**src/rtl/useq_pkg.sv**
```systemverilog
package useq_pkg;

  typedef enum logic [1:0] {
    ALU_ADD  = 2'b00,
    ALU_SUB  = 2'b01,
    ALU_FUNC = 2'b10
  } alu_f_e;

  typedef enum logic [1:0] {
    OPB_REG  = 2'b00,
    OPB_FOUR = 2'b01,
    OPB_EXT  = 2'b10,
    OPB_SHF  = 2'b11
  } srcb_f_e;

  typedef enum logic [2:0] {
    RF_NONE  = 3'd0,
    RF_READ  = 3'd1,
    RF_WRALU = 3'd2,
    RF_WRMDR = 3'd3
  } rf_f_e;

  typedef enum logic [2:0] {
    MF_NONE  = 3'd0,
    MF_RDPC  = 3'd1,
    MF_RDALU = 3'd2,
    MF_WRALU = 3'd3
  } mem_f_e;

  typedef enum logic [3:0] {
    PF_NONE = 4'd0,
    PF_ALU  = 4'd1,
    PF_COND = 4'd2,
    PF_JMP  = 4'd3
  } pcw_f_e;

  typedef enum logic [1:0] {
    SQ_FETCH = 2'b00,
    SQ_DISP1 = 2'b01,
    SQ_DISP2 = 2'b10,
    SQ_NEXT  = 2'b11
  } seq_f_e;

  // 17-bit horizontal microinstruction
  typedef struct packed {
    alu_f_e  alu;
    logic    src1;
    srcb_f_e src2;
    rf_f_e   rfc;
    mem_f_e  mem;
    pcw_f_e  pcw;
    seq_f_e  seq;
  } uword_t;

  localparam int UWORD_W = $bits(uword_t);

  // opcode values used by the dispatch tables
  localparam logic [5:0] OPC_RTYPE = 6'b000000;
  localparam logic [5:0] OPC_JMP   = 6'b000010;
  localparam logic [5:0] OPC_BEQ   = 6'b000100;
  localparam logic [5:0] OPC_LOAD  = 6'b100011;
  localparam logic [5:0] OPC_STORE = 6'b101011;

  // micro-addresses of the microprogram words
  localparam int UA_FETCH = 0;
  localparam int UA_DEC   = 1;
  localparam int UA_MADR  = 2;
  localparam int UA_LDRD  = 3;
  localparam int UA_LDWB  = 4;
  localparam int UA_STWR  = 5;
  localparam int UA_REX   = 6;
  localparam int UA_RWB   = 7;
  localparam int UA_BR    = 8;
  localparam int UA_JMP   = 9;

endpackage

```
**src/rtl/useq_rom.sv**
```systemverilog
module useq_rom
  import useq_pkg::*;
#(
  parameter int UAW = 4
) (
  input  logic [UAW-1:0] addr,
  output uword_t         word
);

  always_comb begin
    word = '0;
    case (int'(addr))
      UA_FETCH: begin
        word.alu  = ALU_ADD;
        word.src1 = 1'b0;
        word.src2 = OPB_FOUR;
        word.mem  = MF_RDPC;
        word.pcw  = PF_ALU;
        word.seq  = SQ_NEXT;
      end
      UA_DEC: begin
        word.alu  = ALU_ADD;
        word.src1 = 1'b0;
        word.src2 = OPB_SHF;
        word.rfc  = RF_READ;
        word.seq  = SQ_DISP1;
      end
      UA_MADR: begin
        word.alu  = ALU_ADD;
        word.src1 = 1'b1;
        word.src2 = OPB_EXT;
        word.seq  = SQ_DISP2;
      end
      UA_LDRD: begin
        word.mem = MF_RDALU;
        word.seq = SQ_NEXT;
      end
      UA_LDWB: begin
        word.rfc = RF_WRMDR;
        word.seq = SQ_FETCH;
      end
      UA_STWR: begin
        word.mem = MF_WRALU;
        word.seq = SQ_FETCH;
      end
      UA_REX: begin
        word.alu  = ALU_FUNC;
        word.src1 = 1'b1;
        word.src2 = OPB_REG;
        word.seq  = SQ_NEXT;
      end
      UA_RWB: begin
        word.rfc = RF_WRALU;
        word.seq = SQ_FETCH;
      end
      UA_BR: begin
        word.alu  = ALU_SUB;
        word.src1 = 1'b1;
        word.src2 = OPB_REG;
        word.pcw  = PF_COND;
        word.seq  = SQ_FETCH;
      end
      UA_JMP: begin
        word.pcw = PF_JMP;
        word.seq = SQ_FETCH;
      end
      default: word = '0;
    endcase
  end

endmodule

```
**src/rtl/useq_dispatch.sv**
```systemverilog
module useq_dispatch
  import useq_pkg::*;
#(
  parameter int OPW = 6,
  parameter int UAW = 4,
  parameter int TBL = 1
) (
  input  logic [OPW-1:0] op,
  output logic [UAW-1:0] target
);

  generate
    if (TBL == 1) begin : g_class
      always_comb begin
        target = '0;
        if      (op == OPW'(OPC_RTYPE)) target = UAW'(UA_REX);
        else if (op == OPW'(OPC_JMP))   target = UAW'(UA_JMP);
        else if (op == OPW'(OPC_BEQ))   target = UAW'(UA_BR);
        else if (op == OPW'(OPC_LOAD) ||
                 op == OPW'(OPC_STORE)) target = UAW'(UA_MADR);
      end
    end else begin : g_mem
      always_comb begin
        target = '0;
        if      (op == OPW'(OPC_LOAD))  target = UAW'(UA_LDRD);
        else if (op == OPW'(OPC_STORE)) target = UAW'(UA_STWR);
      end
    end
  endgenerate

endmodule

```
**src/rtl/useq_decode.sv**
```systemverilog
module useq_decode
  import useq_pkg::*;
(
  input  alu_f_e     f_alu,
  input  logic       f_src1,
  input  srcb_f_e    f_src2,
  input  rf_f_e      f_rf,
  input  mem_f_e     f_mem,
  input  pcw_f_e     f_pcw,
  output logic [1:0] alu_op,
  output logic       alu_a_sel,
  output logic [1:0] alu_b_sel,
  output logic       rf_we,
  output logic       rf_dst_rd,
  output logic       rf_wdata_mem,
  output logic       mem_rd,
  output logic       mem_wr,
  output logic       mem_addr_data,
  output logic       ir_we,
  output logic       pc_we,
  output logic       pc_we_zero,
  output logic [1:0] pc_src
);

  assign alu_op    = f_alu;
  assign alu_a_sel = f_src1;
  assign alu_b_sel = f_src2;

  always_comb begin
    rf_we        = 1'b0;
    rf_dst_rd    = 1'b0;
    rf_wdata_mem = 1'b0;
    case (f_rf)
      RF_WRALU: begin
        rf_we     = 1'b1;
        rf_dst_rd = 1'b1;
      end
      RF_WRMDR: begin
        rf_we        = 1'b1;
        rf_wdata_mem = 1'b1;
      end
      default: ;
    endcase
  end

  always_comb begin
    mem_rd        = 1'b0;
    mem_wr        = 1'b0;
    mem_addr_data = 1'b0;
    ir_we         = 1'b0;
    case (f_mem)
      MF_RDPC: begin
        mem_rd = 1'b1;
        ir_we  = 1'b1;
      end
      MF_RDALU: begin
        mem_rd        = 1'b1;
        mem_addr_data = 1'b1;
      end
      MF_WRALU: begin
        mem_wr        = 1'b1;
        mem_addr_data = 1'b1;
      end
      default: ;
    endcase
  end

  always_comb begin
    pc_we      = 1'b0;
    pc_we_zero = 1'b0;
    pc_src     = 2'b00;
    case (f_pcw)
      PF_ALU:  pc_we = 1'b1;
      PF_COND: begin
        pc_we_zero = 1'b1;
        pc_src     = 2'b01;
      end
      PF_JMP: begin
        pc_we  = 1'b1;
        pc_src = 2'b10;
      end
      default: ;
    endcase
  end

endmodule

```
**src/rtl/ucode_sequencer.sv**
```systemverilog
module ucode_sequencer
  import useq_pkg::*;
#(
  parameter int OPW = 6,
  parameter int UAW = 4
) (
  input  logic           clk,
  input  logic           rst,
  input  logic [OPW-1:0] opcode,
  output logic [UAW-1:0] uaddr,
  output logic [1:0]     alu_op,
  output logic           alu_a_sel,
  output logic [1:0]     alu_b_sel,
  output logic           rf_we,
  output logic           rf_dst_rd,
  output logic           rf_wdata_mem,
  output logic           mem_rd,
  output logic           mem_wr,
  output logic           mem_addr_data,
  output logic           ir_we,
  output logic           pc_we,
  output logic           pc_we_zero,
  output logic [1:0]     pc_src
);

  localparam logic [UAW-1:0] UA_ONE = UAW'(1);

  uword_t         cur;
  logic [UAW-1:0] tgt1, tgt2, nxt;

  useq_rom #(.UAW(UAW)) u_rom (
    .addr (uaddr),
    .word (cur)
  );

  useq_dispatch #(.OPW(OPW), .UAW(UAW), .TBL(1)) u_disp1 (
    .op     (opcode),
    .target (tgt1)
  );

  useq_dispatch #(.OPW(OPW), .UAW(UAW), .TBL(2)) u_disp2 (
    .op     (opcode),
    .target (tgt2)
  );

  useq_decode u_dec (
    .f_alu         (cur.alu),
    .f_src1        (cur.src1),
    .f_src2        (cur.src2),
    .f_rf          (cur.rfc),
    .f_mem         (cur.mem),
    .f_pcw         (cur.pcw),
    .alu_op        (alu_op),
    .alu_a_sel     (alu_a_sel),
    .alu_b_sel     (alu_b_sel),
    .rf_we         (rf_we),
    .rf_dst_rd     (rf_dst_rd),
    .rf_wdata_mem  (rf_wdata_mem),
    .mem_rd        (mem_rd),
    .mem_wr        (mem_wr),
    .mem_addr_data (mem_addr_data),
    .ir_we         (ir_we),
    .pc_we         (pc_we),
    .pc_we_zero    (pc_we_zero),
    .pc_src        (pc_src)
  );

  always_comb begin
    case (cur.seq)
      SQ_FETCH: nxt = '0;
      SQ_DISP1: nxt = tgt1;
      SQ_DISP2: nxt = tgt2;
      default:  nxt = uaddr + UA_ONE;
    endcase
  end

  always_ff @(posedge clk) begin
    if (rst) uaddr <= '0;
    else     uaddr <= nxt;
  end


  fetch_ctl_chk: assert property (@(posedge clk) disable iff (rst)
    (uaddr == '0) |-> (ir_we && pc_we && mem_rd && !mem_addr_data));


  fetch_step_chk: assert property (@(posedge clk) disable iff (rst)
    (uaddr == '0) |=> (uaddr == UA_ONE));


  wb_return_chk: assert property (@(posedge clk) disable iff (rst)
    rf_we |=> (uaddr == '0));


  br_cond_chk: assert property (@(posedge clk) disable iff (rst)
    pc_we_zero |-> (alu_op == 2'b01 && pc_src == 2'b01));


  mem_excl_chk: assert property (@(posedge clk) disable iff (rst)
    !(mem_rd && mem_wr));


  pc_excl_chk: assert property (@(posedge clk) disable iff (rst)
    !(pc_we && pc_we_zero));

endmodule

```
**config.mk**
```make
export PLATFORM = sky130hd
export DESIGN_NAME = ucode_sequencer
export DESIGN_NICKNAME = d
export VERILOG_FILES = /design/src/rtl/useq_pkg.sv /design/src/rtl/useq_rom.sv /design/src/rtl/useq_dispatch.sv /design/src/rtl/useq_decode.sv /design/src/rtl/ucode_sequencer.sv
export SDC_FILE = /design/constraint.sdc
export NUM_CORES = 1
export LEC_CHECK = 0
export BUFFER_PORTS_ARGS = -buffer_cell sky130_fd_sc_hd__clkbuf_2
export CORE_UTILIZATION = 40
export DETAILED_ROUTE_END_ITERATION = 16
export GPL_TIMING_DRIVEN = 0
export PLACE_DENSITY = 0.72
export RECOVER_POWER = 25
export SKIP_CTS_REPAIR_TIMING = 1
export SLEW_MARGIN = 10
export SYNTH_ARGS = -nofsm -noshare
export SYNTH_HDL_FRONTEND = slang
export SYNTH_SLANG_ARGS = --single-unit
```
**constraint.sdc**
```tcl
create_clock -name clk -period 1.9 [get_ports clk]
set_input_delay 0.285 -clock clk [delete_from_list [all_inputs] [get_ports clk]]
set_output_delay 0.285 -clock clk [all_outputs]
set_load 0.05 [all_outputs]
```
==> results of run 1 <==
[layout make-up]
| class | instances | area (um2) | area share |
|---|---|---|---|
| Multi-Input combinational cell | 52 | 503.0 | 0.5403 |
| Timing Repair Buffer | 33 | 216.5 | 0.2325 |
| Sequential cell | 4 | 90.09 | 0.09677 |
| Buffer | 5 | 42.54 | 0.04570 |
| Inverter | 6 | 38.79 | 0.04167 |
| Clock buffer | 3 | 22.52 | 0.02419 |
| Tap cell | 14 | 17.52 | 0.01882 |
[stage by stage]
| stage | utilization | power, W | cell area (um2) |
|---|---|---|---|
| floorplan | - | 0.001178 | 625.6 |
| global placement | 0.6561 | 0.001349 | 778.2 |
| detailed placement | 0.6561 | 0.001358 | 778.2 |
| CTS | 0.6751 | 0.001473 | 800.8 |
| global route | 0.7848 | 0.001938 | 930.9 |
| finish | 0.7848 | 0.001839 | 930.9 |
[kinds of logic (layout without fill, tap and decap cells)]
family / count (synthesis) / count (layout) / share of synthesized area
simple gates: 29 / 29 / 0.3776
compound gates: 14 / 14 / 0.1808
buf+inv: 11 / 47 / 0.1075
fa+ha+maj: 6 / 6 / 0.1373
flops: 4 / 4 / 0.1465
xor+xnor: 2 / 2 / 0.03204
mux: 1 / 1 / 0.01831
[worst max path at each step]
stage | cells past startpoint | to | slack (ns) | startpoint
after global routing | 8 | mem_rd | -0.22 | uaddr[0]
after detailed placement | 8 | mem_rd | -0.20 | uaddr[0]
final | 8 | mem_rd | -0.17 | uaddr[0]
after global placement | 8 | mem_rd | -0.18 | uaddr[0]
after CTS | 8 | mem_rd | -0.46 | uaddr[0]
after floorplan | 7 | mem_wr | -0.08 | uaddr[1]
[synth_stat cells (2+ instances only)]
| cell type | n | area share |
|---|---|---|
| inv_1 | 6 | 0.041 |
| nor4b_2 | 2 | 0.055 |
| buf_2 | 2 | 0.018 |
| a21oi_1 | 2 | 0.018 |
| xor2_1 | 2 | 0.032 |
| nor2_1 | 4 | 0.027 |
| o21a_1 | 2 | 0.027 |
| nand3_1 | 2 | 0.018 |
| o211ai_1 | 4 | 0.055 |
| nor3_1 | 4 | 0.037 |
| nand4_1 | 4 | 0.046 |
| a31oi_1 | 3 | 0.034 |
| dfxtp_1 | 4 | 0.15 |
| buf_4 | 2 | 0.027 |
| ha_1 | 6 | 0.14 |
| a21o_1 | 2 | 0.027 |
[critical path, stage by stage (launching register included)]
cell and delay, ns:
dfxtp_4 0.36, inv_4 0.07, ha_4 0.12, buf_6 0.11, or2b_1 0.26, a21oi_4 0.20
ha_4 0.24, clkinvlp_4 0.07, buf_8 0.13
[power by group through the flow]
stage / Combinational [W] / Sequential (W) / Clock (W)
2_1_floorplan: 0.000948 / 0.000230 / 0
3_3_place_gp: 0.00120 / 0.000153 / 0
3_5_place_dp: 0.00120 / 0.000155 / 0
4_1_cts: 0.00121 / 0.000153 / 0.000112
5_1_grt: 0.00165 / 0.000168 / 0.000120
6_report: 0.00157 / 0.000162 / 0.000107
[layer usage]
layer / routed length (um) / GRT usage
met5: 0 / 0
met4: 5 / 0.02586
met3: 94 / 0.06936
met2: 764 / 0.2958
met1: 661 / 0.2457
==> out/qor.log, run 1 <==
INFO  outcome        status=finished with violations
INFO  synthesis      synthesis.area_per_instance=8.161um2
INFO  power          power.density_cell_area=1976mW/mm2
INFO  routing        viasPerCell=5.556
INFO  floorplanning  std_cell_rows=12
INFO  power          pwr-share-clk=0.058
INFO  synthesis      ys_warn_count=0
INFO  setup_path     timing.critical_path.required=1.62ns
INFO  placed_design  numPortBuffers=27
INFO  synthesis      synth_enable_flop_cells=0
INFO  global_routing globalRoute.totalOverflow=0
INFO  sta            setup_total_negative_slack=-0.2777ns
INFO  final_layout   final-instance-count-excl-fill=117
INFO  setup_path     path_max_fanout=6
INFO  synthesis      synthFlopType=dfxtp_1
INFO  power          swShare=0.5586
INFO  global_routing groute.usage.overall=0.1876
INFO  setup_path     ff2ff_path_depth=7
INFO  floorplanning  top_level_ports=28
INFO  placed_design  globalplace.congestion=0.8228
INFO  power          pwr-share-seq=0.088
INFO  power          worst_case_vdd_ir_drop=1.227mV
INFO  clock_tree     clock_latency=0.24ns
INFO  synthesis      post_synth_inst_count=67
INFO  hold_path      hold-path-endpoint=uaddr[1]
INFO  setup_path     timing.reg2reg.setup_slack=0.24ns
INFO  power          total_leakage_power=0.4088nW
INFO  routing        vias=650
INFO  setup_path     worstPathArrival=1.78ns
INFO  floorplanning  fp.coreArea=0.001186mm2
INFO  flow_run       max_capacitance_violation_total=0
INFO  final_layout   reg_with_most_ffs=uaddr
INFO  clock_tree     cts_tree=yes
INFO  sta            rsz0062_at_grt=yes
INFO  final_layout   nNetsFinal=119
INFO  routing        drtIter0Drc=25
INFO  routing        antenna_left=0
INFO  power          total_switching_power=0.001027W
INFO  routing        drc=0
INFO  floorplanning  die_w=38.97um
INFO  setup_path     crit_type=reg2out
INFO  clock_tree     clock_tree.buffer_depth=2
INFO  setup_path     regToRegStartpoint=uaddr[0]
INFO  placed_design  detailed_place_hpwl=967.3um
INFO  synthesis      syn-num-nets=81
INFO  hold_path      holdPathStages=2
INFO  synthesis      yosysUniqueCellTypes=32
INFO  setup_path     timing.rr.end=uaddr[0]
INFO  sta            hold_slack=0.2479ns
INFO  sta            max_slew_margin=0.6068
INFO  sta            worst_path_setup_slack_after_routing=-0.1676ns
INFO  floorplanning  dieArea=0.001519mm2
INFO  synthesis      ys_seq_area_frac=0.1465
INFO  routing        routed_wire_length_per_instance=13.04um
INFO  sta            final_min_period_over_clock_period=1.088
INFO  final_layout   number_of_fill_cells_in_the_layout=89
INFO  clock_tree     clk_transition_reported_paths=0.04ns
INFO  final_layout   final_cell_mix=clkbuf_2, buf_4, o211ai_1, nand4_1, clkbuf_4
INFO  routing        route.final.wire_length=1.526mm
INFO  global_routing via_count_of_the_first_global_routing_pass=472
INFO  clock_tree     cts_max_level=1
INFO  final_layout   largest_reg_flops=4
INFO  sta            max_freq=483.6MHz
INFO  sta            final-hold-violation-count=0
INFO  setup_path     startpoint_type=flip-flop
INFO  routing        dr.pass1.iters=4
INFO  power          p_int=0.0008119W
INFO  sta            timing.final.crit_period=2.068ns
INFO  final_layout   most_common_library_cell_in_the_layout_ignoring_fill_and_taps=clkbuf_2
INFO  final_layout   antennaDiodeCount=0
INFO  synthesis      mappedNetlistArea=546.8um2
INFO  sta            finalSetupViolCount=3
INFO  final_layout   synthToLayoutAreaGrowth=70.25%
INFO  power          power.combinational.fraction=0.854
INFO  floorplanning  die_height=38.97um
INFO  hold_path      holdCritStartpoint=rst
INFO  outcome        failed_checks=setup timing
INFO  hold_path      timing.hold.worst.class=in2reg
INFO  final_layout   drive_gt1_frac=0.6311
INFO  sta            worstMarginPinSlew=0.5924ns
INFO  setup_path     worstSetupEndpointType=output port
INFO  synthesis      async_flop_share=0
INFO  global_routing maximum_number_of_pins_on_one_net_before_global_route_repair=11
INFO  sta            timing.final.max_slew_violations=0
INFO  global_routing first_pass_grt_wire_length=1.966mm
INFO  synthesis      ys_seq_elements=4
INFO  final_layout   layout_top_registers=uaddr: 4 flops
INFO  sta            clock_tree_skew_after_final_layout=0.001763ns
INFO  clock_tree     cts.sinks=4
INFO  placed_design  dp_worst_setup_slack=-0.1979ns
INFO  clock_tree     cts_inserted_buffers=3
INFO  placed_design  post-place-cells=108
INFO  clock_tree     clock_tree.root_cell=clkbuf_4
INFO  global_routing antenna_found_initial=0
INFO  floorplanning  initial_utilization=0.4610
No activity file was read; power rests on OpenSTA's default activity.
==> run 2, diff against run 1 <==
- CTS_BUF_LIST: default -> sky130_fd_sc_hd__clkbuf_8 sky130_fd_sc_hd__clkbuf_16
==> run 2 against run 1 <==
Against the previous run: the flow still finishes with violations (setup timing); cell count stayed put; worst setup slack better by 0.0044 ns; critical path depth is the same; sequential share of layout area down 0.14 points; critical endpoint unchanged.
==> out/qor.log, run 2 (synthesis gave the netlist of run 1 again) <==
INFO  setup_path     worstSetupEndpointType=output port
INFO  clock_tree     clock_latency=0.22ns
INFO  sta            final_min_period_over_clock_period=1.086
INFO  final_layout   drive_gt1_frac=0.6408
INFO  sta            max_freq=484.7MHz
INFO  setup_path     worstPathArrival=1.78ns
INFO  routing        route.final.wire_length=1.586mm
INFO  power          totalPowerFinal=0.001917W
INFO  routing        dr.pass1.iters=5
INFO  final_layout   synthToLayoutAreaGrowth=72.77%
INFO  final_layout   number_of_fill_cells_in_the_layout=79
INFO  setup_path     startpoint_type=flip-flop
INFO  placed_design  detailed_place_hpwl=967.3um
INFO  final_layout   final_design_area_no_fill=944.7um2
INFO  routing        drc=0
INFO  sta            timing.final.crit_period=2.063ns
INFO  routing        vias=646
INFO  clock_tree     clk_transition_reported_paths=0.03ns
INFO  floorplanning  top_level_ports=28
INFO  clock_tree     cts_max_level=1
INFO  final_layout   largest_reg_flops=4
INFO  floorplanning  die_height=38.97um
INFO  outcome        status=finished with violations
INFO  clock_tree     cts_inserted_buffers=3
INFO  sta            clock_tree_skew_after_final_layout=0.001026ns
INFO  setup_path     crit_type=reg2out
INFO  floorplanning  initial_utilization=0.4610
INFO  setup_path     cp_slowest_cell=dfxtp_4
INFO  placed_design  globalplace.congestion=0.8228
INFO  setup_path     critical-path-top-cell-by-count=ha_4
INFO  final_layout   layout_top_registers=uaddr: 4 flops
INFO  final_layout   multi_input_area=503.0um2
INFO  clock_tree     clock_tree.root_cell=clkbuf_8
INFO  final_layout   antennaDiodeCount=0
INFO  global_routing antenna_found_initial=0
INFO  sta            timing.final.max_slew_violations=0
INFO  clock_tree     clock_tree.buffer_depth=2
INFO  routing        drtIter0Drc=9
INFO  sta            finalSetupViolCount=3
INFO  placed_design  dpl-instance-area=778.2um2
INFO  routing        routed_wire_length_per_instance=13.56um
INFO  power          worst_case_vdd_ir_drop=1.538mV
INFO  sta            setup_total_negative_slack=-0.2604ns
INFO  final_layout   most_common_library_cell_in_the_layout_ignoring_fill_and_taps=clkbuf_2
INFO  sta            worstMarginPinSlew=0.5923ns
INFO  final_layout   regArea=90.09um2
INFO  floorplanning  die_w=38.97um
INFO  setup_path     path_max_fanout=6
INFO  final_layout   final_cell_mix=clkbuf_2, buf_4, buf_6, o211ai_1, nand4_1
INFO  global_routing groute.usage.overall=0.2090
INFO  sta            rsz0062_at_grt=yes
INFO  final_layout   nNetsFinal=119
INFO  sta            hold_slack=0.2624ns
INFO  global_routing maximum_number_of_pins_on_one_net_before_global_route_repair=11
INFO  sta            max_slew_margin=0.6068
INFO  setup_path     path_cells=inv_4 > ha_4 > buf_6 > or2b_1 > a21oi_4 > ha_4 > clkinvlp_4 > buf_8
INFO  global_routing via_count_of_the_first_global_routing_pass=491
INFO  global_routing first_pass_grt_wire_length=2.063mm
INFO  floorplanning  fp.coreArea=0.001186mm2
INFO  clock_tree     cts.sinks=4
INFO  placed_design  numPortBuffers=27
INFO  routing        viasPerCell=5.521
INFO  sta            final-hold-violation-count=0
INFO  clock_tree     cts_tree=yes
INFO  final_layout   reg_with_most_ffs=uaddr
INFO  setup_path     slowest_delay=0.35ns
INFO  sta            worst_path_setup_slack_after_routing=-0.1632ns
INFO  hold_path      timing.hold.worst.class=in2reg
INFO  routing        antenna_left=0
INFO  flow_run       max_capacitance_violation_total=0
INFO  outcome        failed_checks=setup timing
INFO  floorplanning  dieArea=0.001519mm2
INFO  floorplanning  std_cell_rows=12
INFO  power          power.density_cell_area=2029mW/mm2
INFO  setup_path     timing.critical_path.required=1.62ns
INFO  power          total_leakage_power=0.4195nW
INFO  global_routing globalRoute.totalOverflow=0
## run 2: changes by cell type in the layout (fill, tap and decap cells not counted)
| cell | before | now |
|---|---|---|
| clkbuf_4 | 4 | 0 |
| clkbuf_8 | 0 | 3 |
| buf_2 | 2 | 3 |
| buf_6 | 3 | 4 |
| buf_8 | 3 | 2 |
| clkbuf_1 | 2 | 1 |
| clkbuf_2 | 19 | 20 |
## run 2: path summary, 6_finish.rpt
path                 start       end  cells after the start  slack [ns]
setup / recovery  uaddr[0]    mem_rd                      8       -0.16
hold reg to reg   uaddr[1]  uaddr[3]                      2        0.56
hold / removal         rst  uaddr[1]                      2        0.26
setup reg to reg  uaddr[0]  uaddr[0]                      7        0.22
## run 2: critical path, delay by kind of cell, from the launching register on
kind	cells	cell delay [ns]
and+or+nand+nor	1	0.26
AOI/OAI and AO/OA	1	0.20
adders and majority gates	2	0.36
DFF	1	0.35
buffers and inverters	4	0.38
## run 2: layout make-up
class,count,share of cell area
Multi-Input combinational cell,52,0.5324
Timing Repair Buffer,33,0.2238
Sequential cell,4,0.09536
Buffer,5,0.04503
Clock buffer,3,0.04371
Inverter,6,0.04106
Tap cell,14,0.01854
## run 2: per-layer routing
layer / track usage / wire, um / vias up
met1: 0.2389 / 705 / 298
met4: 0.1293 / 30 / 0
met5: 0 / 0 / -
met3: 0.06936 / 87 / 4
met2: 0.3292 / 762 / 26
li1: - / - / 318
## run 2: metrics by stage
stage	worst slack, ns	std cells	util
6_report	-0.1632	117	0.7964
5_1_grt	-0.2000	117	0.7964
4_1_cts	-0.4374	111	0.6909
3_5_place_dp	-0.1979	108	0.6561
3_3_place_gp	-0.1819	108	0.6561
2_1_floorplan	-0.08171	67	-
## run 2: power breakdown
part / switching, W / internal, W / leakage, nW
logic: 0.000952 / 0.000619 / 0.363
clock network: 0.0000466 / 0.000135 / 0.0216
registers: 0.0000427 / 0.000121 / 0.0350
